<file path="src/rtl/wdog_pkg.sv">
package wdog_pkg;
  localparam int KEY_W = 5;
  localparam logic [KEY_W-1:0] KEY_RUN_A = 5'b01010;
  localparam logic [KEY_W-1:0] KEY_RUN_B = 5'b10101;
  localparam logic [KEY_W-1:0] KEY_POR   = KEY_RUN_A;

  function automatic logic key_is_legal(input logic [KEY_W-1:0] k);
    return (k == KEY_RUN_A) || (k == KEY_RUN_B);
  endfunction
endpackage

</file>
<file path="src/rtl/wdog_keyguard.sv">
module wdog_keyguard
  import wdog_pkg::*;
#(
  parameter int SEL_W    = 3,
  parameter int SRST_DLY = 4
) (
  input  logic             clk,
  input  logic             rst,
  input  logic             cfg_we,
  input  logic [KEY_W-1:0] cfg_key,
  input  logic [SEL_W-1:0] cfg_sel,
  input  logic             restore,
  output logic [SEL_W-1:0] sel_q,
  output logic             run_en,
  output logic             sw_fire
);
  localparam int DW = (SRST_DLY > 1) ? $clog2(SRST_DLY) : 1;

  logic [KEY_W-1:0] key_q;
  logic             armed;
  logic [DW-1:0]    dly;
  logic             bad_wr;

  assign bad_wr  = cfg_we && !key_is_legal(cfg_key) && !restore;
  assign sw_fire = armed && (dly == '0);
  assign run_en  = key_is_legal(key_q) && !armed;

  always_ff @(posedge clk) begin
    if (rst) begin
      key_q <= KEY_POR;
      sel_q <= '0;
      armed <= 1'b0;
      dly   <= '0;
    end else begin
      if (restore) begin
        key_q <= KEY_POR;
        sel_q <= '0;
      end else if (cfg_we) begin
        key_q <= cfg_key;
        sel_q <= cfg_sel;
      end
      if (sw_fire) begin
        armed <= 1'b0;
      end else if (armed) begin
        dly <= dly - 1'b1;
      end else if (bad_wr) begin
        armed <= 1'b1;
        dly   <= DW'(SRST_DLY - 1);
      end
    end
  end
endmodule

</file>
<file path="src/rtl/wdog_timebase.sv">
module wdog_timebase #(
  parameter int PRE_STAGES = 8,
  parameter int SEL_W      = 3
) (
  input  logic             clk,
  input  logic             rst,
  input  logic             run_en,
  input  logic             restart,
  input  logic [SEL_W-1:0] sel,
  output logic             ovf
);
  localparam int TAPS = 1 << SEL_W;
  localparam int CW   = PRE_STAGES + TAPS - 1;

  logic [CW-1:0]   cnt;
  logic [TAPS-1:0] hit;

  genvar i;
  generate
    for (i = 0; i < TAPS; i++) begin : g_tap
      assign hit[i] = &cnt[PRE_STAGES+i-1:0];
    end
  endgenerate

  assign ovf = run_en && !restart && hit[sel];

  always_ff @(posedge clk) begin
    if (rst || restart || !run_en || ovf) cnt <= '0;
    else                                  cnt <= cnt + 1'b1;
  end
endmodule

</file>
<file path="src/rtl/wdog_status.sv">
module wdog_status (
  input  logic clk,
  input  logic rst,
  input  logic tout,
  input  logic low_power,
  input  logic sw_fire,
  input  logic to_clr,
  input  logic swrf_clr,
  output logic sys_rst_req,
  output logic core_rst_req,
  output logic to_flag,
  output logic swrst_flag
);
  always_ff @(posedge clk) begin
    if (rst) begin
      sys_rst_req  <= 1'b0;
      core_rst_req <= 1'b0;
      to_flag      <= 1'b0;
      swrst_flag   <= 1'b0;
    end else begin
      sys_rst_req  <= sw_fire || (tout && !low_power);
      core_rst_req <= tout && low_power;
      if (tout)        to_flag <= 1'b1;
      else if (to_clr) to_flag <= 1'b0;
      if (sw_fire)       swrst_flag <= 1'b1;
      else if (swrf_clr) swrst_flag <= 1'b0;
    end
  end
endmodule

</file>
<file path="src/rtl/keyed_wdog.sv">
module keyed_wdog #(
  parameter int PRE_STAGES = 8,
  parameter int SEL_W      = 3,
  parameter int SRST_DLY   = 4
) (
  input  logic             clk,
  input  logic             rst,
  input  logic             cfg_we,
  input  logic [4:0]       cfg_key,
  input  logic [SEL_W-1:0] cfg_sel,
  input  logic             clr_wdt,
  input  logic             halt,
  input  logic             low_power,
  input  logic             swrf_clr,
  output logic             sys_rst_req,
  output logic             core_rst_req,
  output logic             to_flag,
  output logic             swrst_flag
);
  logic [SEL_W-1:0] sel_q;
  logic             run_en;
  logic             sw_fire;
  logic             tout;
  logic             restart;
  logic             restore;

  assign restart = clr_wdt || halt || cfg_we || sw_fire;
  assign restore = sw_fire || (tout && !low_power);

  wdog_keyguard #(.SEL_W(SEL_W), .SRST_DLY(SRST_DLY)) u_key (
    .clk(clk), .rst(rst), .cfg_we(cfg_we), .cfg_key(cfg_key),
    .cfg_sel(cfg_sel), .restore(restore), .sel_q(sel_q),
    .run_en(run_en), .sw_fire(sw_fire)
  );

  wdog_timebase #(.PRE_STAGES(PRE_STAGES), .SEL_W(SEL_W)) u_tb (
    .clk(clk), .rst(rst), .run_en(run_en), .restart(restart),
    .sel(sel_q), .ovf(tout)
  );

  wdog_status u_st (
    .clk(clk), .rst(rst), .tout(tout), .low_power(low_power),
    .sw_fire(sw_fire), .to_clr(clr_wdt || halt), .swrf_clr(swrf_clr),
    .sys_rst_req(sys_rst_req), .core_rst_req(core_rst_req),
    .to_flag(to_flag), .swrst_flag(swrst_flag)
  );
endmodule

</file>
<file path="config.mk">
export PLATFORM = sky130hd
export DESIGN_NAME = keyed_wdog
export DESIGN_NICKNAME = d
export VERILOG_FILES = /design/src/rtl/wdog_pkg.sv /design/src/rtl/wdog_keyguard.sv /design/src/rtl/wdog_timebase.sv /design/src/rtl/wdog_status.sv /design/src/rtl/keyed_wdog.sv
export SDC_FILE = /design/constraint.sdc
export NUM_CORES = 1
export LEC_CHECK = 0
export BUFFER_PORTS_ARGS = -buffer_cell sky130_fd_sc_hd__buf_2
export CAP_MARGIN = 5
export CORE_AREA = 3 3 54 56
export DETAILED_ROUTE_END_ITERATION = 12
export DIE_AREA = 0 0 57 59
export PLACE_DENSITY = 0.78
export SLEW_MARGIN = 20
export SYNTH_ARGS = -nofsm -noshare
export SYNTH_HDL_FRONTEND = slang
export SYNTH_SLANG_ARGS = --single-unit
</file>
<file path="constraint.sdc">
create_clock -name clk -period 2.3 [get_ports clk]
set_input_delay 0.46 -clock clk [delete_from_list [all_inputs] [get_ports clk]]
set_output_delay 0.46 -clock clk [all_outputs]
set_load 0.03 [all_outputs]
</file>
==> out/qor.yml, run 1 <==
route.detailed.drc: 0
synth.distinct_cells: 37
fin_nets: 194
clock_slew_at_the_register_clock_pins_of_the_worst_setup_and_hold_paths_ns: 0.09
detail_route.wl_per_cell_um: 12.2
grt_pass1_wl_mm: 4.36
grt_pass1_vias: 1051
clock_insertion_delay_worst_skew_ns: 0.32
power.internal_uw: 792
grt_util_all_layers: 0.169
synth_largest_type_area_fraction: 0.444
post_cts_resize_count: 0
cts_max_path_buffers: 2
synthToLayoutAreaGrowth_pct: 15.1
synth.area.top_cells: "sky130_fd_sc_hd__dfxtp_1 (44%), sky130_fd_sc_hd__nor2_1 (6.9%), sky130_fd_sc_hd__xnor2_1 (5.8%)"
fin_setup_tns_ns: 0
top_signal_layer_used: "met4"
switching_power_uw: 240
synth.largest_area_cell: "sky130_fd_sc_hd__dfxtp_1"
power.ir.vdd_worst_v: 0.000551
floorplan.die_area_mm2: 0.00336
die_width_um: 57
worst-path-max-fanout: 8
p_seq_frac: 0.537
crit_path_cell_trace: "ha_1 -> nand4_1 -> or2_2 -> inv_1 -> ha_1 -> o211ai_1 -> nor4bb_1 -> buf_4 -> nand3b_1"
placement_rows: 18
cts_inserted_buffers: 5
postSynthNetCount: 171
power.density_cell_area_mw_per_mm2: 663
finalHoldViolations: 0
hold_buffers: 0
rsz0062_at_grt: "no"
finish.utilization: 0.629
clock_sinks: 30
path_class: "register to register"
critical_path_arrival_ns: 2.37
power_leakage_nw: 0.603
synth_edf_count: 0
fillers: 223
ys_async_sr_fraction: 0
yosys.area_share.simple: 0.282
worst_setup_path_start_kind: "register"
detailedPlacementHpwl_mm: 1.94
worstMarginPinSlew_ns: 0.671
max_cap_violations: 0
synth_xor_xnor_area_share: 0.0776
timing.final.crit_period_ns: 2.11
endpoint_kind: "register"
route.met3.wl_um: 103
tritoncts: "built"
antennaDiodeCount: 0
number_of_antenna_violations_at_the_first_check_in_global_routing: 0
sw_frac_of_total: 0.233
worst_hold_path_type: "input port to register"
netlist_instances: 153
fp.dieH_um: 59
cpMostUsedCell: "sky130_fd_sc_hd__ha_1"
synth-compound-area-share: 0.128
clockPowerShare: 0.369
globalRouteOverflowTotal: 0
synth_top_family_by_area: "simple AND/OR/NAND/NOR gates"
dr.pass1.iters: 4
drive_gt1_frac: 0.175
crit_path_top_delay_cell: "sky130_fd_sc_hd__dfxtp_1"
adder_cell_area_share_of_the_yosys_netlist: 0.0277
detail_route.wirelength.met1_mm: 1.12
timing.clock.skew_ns: 0.00491
syn-cell-area_mm2: 0.00135
syn-mean-instance-area_um2: 8.85
gpl.final_weighted_congestion: 0.870
critical_path_required_ns: 2.56
io_buffers: 18
slowest_delay_ns: 0.37
post-synth-top-count-cell: "sky130_fd_sc_hd__dfxtp_1"
post_detailed_route_via_to_cell_ratio: 5.40
synth-seq-area-share: 0.444
flip_flop_and_latch_count_after_synthesis: 30
post-cts-setup-buffer-count: 0
yosys_most_used_dff: "sky130_fd_sc_hd__dfxtp_1"
design.core.area_mm2: 0.00248
htreeDepth: 2
hold_path_depth: 3
initial_utilization: 0.546
root_buffer: "sky130_fd_sc_hd__clkbuf_4"
grt_start_max_net_pins: 18
yosysWarnings: 0
outcome: "finished, final reports clean"
vias: 1118
postRouteWirelength_mm: 2.54
synth.top_cells.by_count: "sky130_fd_sc_hd__dfxtp_1 (30), sky130_fd_sc_hd__nor2_1 (25), sky130_fd_sc_hd__nand2_1 (10)"
io-pin-count: 19
finalMaxSlewViolations: 0
drt.antenna.violating_nets: 0
reg2regPathDepth: 9
synth.area.mux_share: 0.0148
met2_length_mm: 1.26
detail_route.iter0.violations: 33
max_slew_margin: 0.553
fmax_mhz: 474
final_min_period_over_clock_period: 0.918
power_frac_comb: 0.095
finalSetupViolCount: 0
==> power by group through the flow <==
stage / Clock (mW) / Combinational (mW) / Sequential, mW
2_1_floorplan: 0 / 0.0650 / 0.565
3_3_place_gp: 0 / 0.0930 / 0.565
3_5_place_dp: 0 / 0.0978 / 0.566
4_1_cts: 0.387 / 0.0981 / 0.554
5_1_grt: 0.414 / 0.109 / 0.557
6_report: 0.381 / 0.0977 / 0.554
==> worst paths after layout <==
check | from | end | slack, ns
min reg2reg | u_tb.cnt[0] | u_tb.cnt[0] | 0.47
min | low_power | u_st.core_rst_req | 0.38
max reg2reg | u_tb.cnt[0] | u_key.key_q[3] | 0.19
max | u_tb.cnt[0] | u_key.key_q[3] | 0.19
==> cells in the final DEF, fill, tap and decap left out, drive strengths merged, types with 2 or more instances in the layout <==
master / n
a221oi: 2
nand4: 3
nor2: 25
a21boi: 2
inv: 5
o21ai: 5
nor2b: 2
nand3: 5
o21a: 2
dfxtp: 30
nand3b: 2
a21oi: 2
nand4b: 2
and3: 4
nor4: 2
xnor2: 9
xor2: 3
mux2i: 2
nand2: 10
nor3: 5
nand2b: 7
o211ai: 7
ha: 3
or2: 2
buf: 20
clkbuf: 8
==> per-stage QoR <==
step	area, um2	cells	worst slack (ns)	power [mW]	hold WS [ns]
6_report	1560	207	0.188	1.03	0.381
5_1_grt	1560	207	0.0106	1.08	0.375
4_1_cts	1560	207	0.182	1.04	0.373
3_5_place_dp	1480	199	0.218	0.664	0.451
3_3_place_gp	1480	199	0.281	0.658	0.441
2_1_floorplan	1350	153	0.412	0.630	0.426
==> sequential cells by signal (all words and copies together) (netlist names) <==
name,count
u_tb.cnt,15
u_key.dly,2
u_st.core_rst_req,1
u_key.armed,1
u_key.sel_q,3
u_key.key_q,5
u_st.to_flag,1
u_st.sys_rst_req,1
u_st.swrst_flag,1
==> logic make-up after synthesis <==
kind of cell,Yosys count
buffers and inverters,9
AO/OA/AOI/OAI,23
adder cells (fa/ha/maj),3
AND/OR/NAND/NOR,74
multiplexers,2
XOR/XNOR,12
flip-flops,30
==> critical path, delay by kind of cell (launching register included) <==
| kind | cells | cell delay, ns |
|---|---|---|
| AOI/OAI and AO/OA | 1 | 0.13 |
| buffers and inverters | 2 | 0.27 |
| adders and majority gates | 2 | 0.36 |
| and+or+nand+nor | 4 | 0.92 |
| DFF | 1 | 0.37 |
==> routing by layer <==
| metal | GRT usage | up-vias |
|---|---|---|
| li1 | - | 579 |
| met1 | 0.185 | 512 |
| met2 | 0.299 | 21 |
| met3 | 0.0588 | 6 |
| met4 | 0.0695 | 0 |
| met5 | 0 | - |
==> cell type report <==
cell class / count / area [um2] / share of cell area
Inverter: 5 / 18.8 / 0.0120
Tap cell: 30 / 37.5 / 0.0241
Clock buffer: 8 / 78.8 / 0.0506
Timing Repair Buffer: 20 / 105 / 0.0675
Multi-Input combinational cell: 114 / 717 / 0.460
Sequential cell: 30 / 601 / 0.386
No activity file was read; power rests on OpenSTA's default activity.
==> run 2: changes to the inputs <==
==> constraint.sdc (replaced) <==
create_clock -name clk -period 2 [get_ports clk]
set_input_delay 0.4 -clock clk [delete_from_list [all_inputs] [get_ports clk]]
set_output_delay 0.4 -clock clk [all_outputs]
set_load 0.03 [all_outputs]
==> out/qor.yml, run 2 (synthesis results as in run 1) <==
root_buffer: "sky130_fd_sc_hd__clkbuf_4"  # unchanged
max_cap_violations: 0  # unchanged
finalHoldViolations: 0  # unchanged
vias: 1135  # was 1118
timing.clock.skew_ns: 0.00587  # was 0.00491 ns
grt_pass1_wl_mm: 4.51  # was 4.36 mm
detail_route.wl_per_cell_um: 12.3  # was 12.2 um
power.density_cell_area_mw_per_mm2: 679  # was 663 mW/mm2
path_class: "register to register"  # unchanged
initial_utilization: 0.546  # unchanged
gpl.final_weighted_congestion: 0.822  # was 0.870
worst_min_delay_path_startpoint: "rst"  # was low_power
dr.pass1.iters: 4  # unchanged
layout.cells.most_common: "sky130_fd_sc_hd__dfxtp_1"  # unchanged
finalMaxSlewViolations: 0  # unchanged
clock_slew_at_the_register_clock_pins_of_the_worst_setup_and_hold_paths_ns: 0.09  # about the same
power_leakage_nw: 0.606  # was 0.603 nW
largest_register_ffs: 15  # unchanged
route.detailed.drc: 0  # unchanged
rsz0062_at_grt: "no"  # unchanged
fmax_mhz: 535  # was 474 MHz
worstMarginPinSlew_ns: 0.704  # was 0.671 ns
hold_path_depth: 2  # was 3
hold_buffers: 0  # unchanged
io-pin-count: 19  # unchanged
cts_inserted_buffers: 5  # unchanged
finalSetupViolCount: 0  # unchanged
grt_pass1_vias: 1122  # was 1051
timing.final.crit_period_ns: 1.87  # was 2.11 ns
detailedPlacementHpwl_mm: 1.94  # about the same
worst-path-max-fanout: 8  # unchanged
htreeDepth: 2  # unchanged
fin_setup_tns_ns: 0  # unchanged
grt_start_max_net_pins: 17  # was 18
reg.largest.list: "u_tb.cnt: 15 flops, u_key.key_q: 5 flops, u_key.sel_q: 3 flops"  # unchanged
grt_util_all_layers: 0.169  # about the same
drt.antenna.violating_nets: 0  # unchanged
globalRouteOverflowTotal: 0  # unchanged
antennaDiodeCount: 0  # unchanged
design.core.area_mm2: 0.00248  # unchanged
max_slew_margin: 0.530  # was 0.553
clock_sinks: 30  # unchanged
layout.cells.most_common_list: "sky130_fd_sc_hd__dfxtp_1 (28), sky130_fd_sc_hd__nor2_1 (25), sky130_fd_sc_hd__buf_2 (18), sky130_fd_sc_hd__nand2_1 (10), sky130_fd_sc_hd__xnor2_1 (9)"  # was sky130_fd_sc_hd__dfxtp_1 (30), sky130_fd_sc_hd__nor2_1 (25), sky130_fd_sc_hd__buf_2 (18), sky130_fd_sc_hd__nand2_1 (10), sky130_fd_sc_hd__xnor2_1 (9)
max_flop_register: "u_tb.cnt"  # unchanged
finish.utilization: 0.636  # was 0.629
die_width_um: 57  # unchanged
postRouteWirelength_mm: 2.59  # was 2.54 mm
crit_path_cell_trace: "ha_4 -> nand4_1 -> or2_4 -> inv_1 -> ha_1 -> o211ai_1 -> nor4bb_1 -> buf_4 -> nand3b_1"  # was ha_1 -> nand4_1 -> or2_2 -> inv_1 -> ha_1 -> o211ai_1 -> nor4bb_1 -> buf_4 -> nand3b_1
fp.dieH_um: 59  # unchanged
crit-reg2reg-capture: "u_key.key_q[1]"  # was u_key.key_q[3]
regToRegStartpoint: "u_tb.cnt[0]"  # unchanged
critical_path_source: "u_tb.cnt[0]"  # unchanged
endpoint_kind: "register"  # unchanged
slowest_delay_ns: 0.38  # was 0.37 ns
power.ir.vdd_worst_v: 0.000649  # was 0.000551 V
worst_setup_path_start_kind: "register"  # unchanged
post-cts-setup-buffer-count: 0  # unchanged
cts_max_path_buffers: 2  # unchanged
crit_path_top_delay_cell: "sky130_fd_sc_hd__dfxtp_4"  # was sky130_fd_sc_hd__dfxtp_1
drive_gt1_frac: 0.206  # was 0.175
tritoncts: "built"  # unchanged
fin_nets: 198  # was 194
timing.critical_path.max_delay_family: "simple AND/OR/NAND/NOR gates"  # unchanged
critical_path_required_ns: 2.26  # was 2.56 ns
post_detailed_route_via_to_cell_ratio: 5.40  # about the same
rrSetupSlack_ns: 0.13  # was 0.19 ns
hold_path_end: "u_st.swrst_flag"  # was u_st.core_rst_req
clock_insertion_delay_worst_skew_ns: 0.32  # about the same
design_power_total_mw: 1.07  # was 1.03 mW
synthToLayoutAreaGrowth_pct: 16.5  # was 15.1%
final_min_period_over_clock_period: 0.935  # was 0.918
number_of_antenna_violations_at_the_first_check_in_global_routing: 0  # unchanged
outcome: "finished, final reports clean"  # unchanged
worst-path-buf-inv: 2  # unchanged
io_buffers: 18  # unchanged
detail_route.iter0.violations: 20  # was 33
worst_hold_path_type: "input port to register"  # unchanged
reg2regPathDepth: 9  # unchanged
placement_rows: 18  # unchanged
floorplan.die_area_mm2: 0.00336  # unchanged
critical_path_arrival_ns: 2.12  # was 2.37 ns
-- run 2: changes by cell type in the layout (fill, tap and decap cells not counted), moves of 2 or more --
cell and change:
sky130_fd_sc_hd__buf_4 +4, sky130_fd_sc_hd__clkbuf_8 -3, sky130_fd_sc_hd__clkinv_2 +2, sky130_fd_sc_hd__dfxtp_1 -2
-- run 2: through the flow --
stage,setup slack [ns],hold slack (ns),area [um2],instances
after global routing,0.00233,0.316,1580,210
after floorplan,0.112,0.426,1350,153
final,0.131,0.306,1580,210
after CTS,0.0330,0.305,1570,210
after detailed placement,-0.00809,0.445,1510,203
after global placement,0.0471,0.442,1510,203
-- run 2: area by class of cell --
cell class,count,area [um2]
timing repair buffer,24,135
fill,218,901
clock buffer,5,37.5
tap,30,37.5
multi-input combinational,114,732
clock inverter,2,10.0
inverter,5,18.8
sequential,30,606
-- run 2: routing by layer --
| metal | track usage | up-vias | part of all wire | wire length, um |
|---|---|---|---|---|
| li1 | - | 589 | - | - |
| met1 | 0.206 | 523 | 0.46 | 1190 |
| met2 | 0.287 | 16 | 0.49 | 1280 |
| met3 | 0.0392 | 7 | 0.031 | 80 |
| met4 | 0.0695 | 0 | 0.016 | 41 |
| met5 | 0 | - | 0 | 0 |
-- run 2: power breakdown --
part	total (mW)	internal [mW]	leakage [nW]	switching [mW]
logic	0.114	0.0522	0.329	0.0620
registers	0.637	0.619	0.246	0.0175
clock network	0.320	0.126	0.0308	0.194
-- run 2: how the worst max path moves through the flow --
stage | end | slack (ns) | depth (start not counted)
floorplan | u_st.sys_rst_req | 0.11 | 8
global placement | u_st.sys_rst_req | 0.05 | 8
detailed placement | u_key.key_q[1] | -0.008 | 9
CTS | u_key.key_q[3] | 0.03 | 9
global route | u_key.key_q[1] | 0.002 | 9
finish | u_key.key_q[1] | 0.13 | 9
-- run 2: timing repair --
item / in CTS / in global routing
pin swaps: 1 / 3
endpoints found under the hold margin: 0 / 0
endpoints found under the setup margin: 9 / 9
resized for setup: 4 / 2
-- run 2: worst register-to-register path: stages (launching register included) --
cell	delay, ns
sky130_fd_sc_hd__dfxtp_4	0.38
sky130_fd_sc_hd__ha_4	0.14
sky130_fd_sc_hd__nand4_1	0.11
sky130_fd_sc_hd__or2_4	0.25
sky130_fd_sc_hd__inv_1	0.05
sky130_fd_sc_hd__ha_1	0.13
sky130_fd_sc_hd__o211ai_1	0.12
sky130_fd_sc_hd__nor4bb_1	0.30
sky130_fd_sc_hd__buf_4	0.21
sky130_fd_sc_hd__nand3b_1	0.11
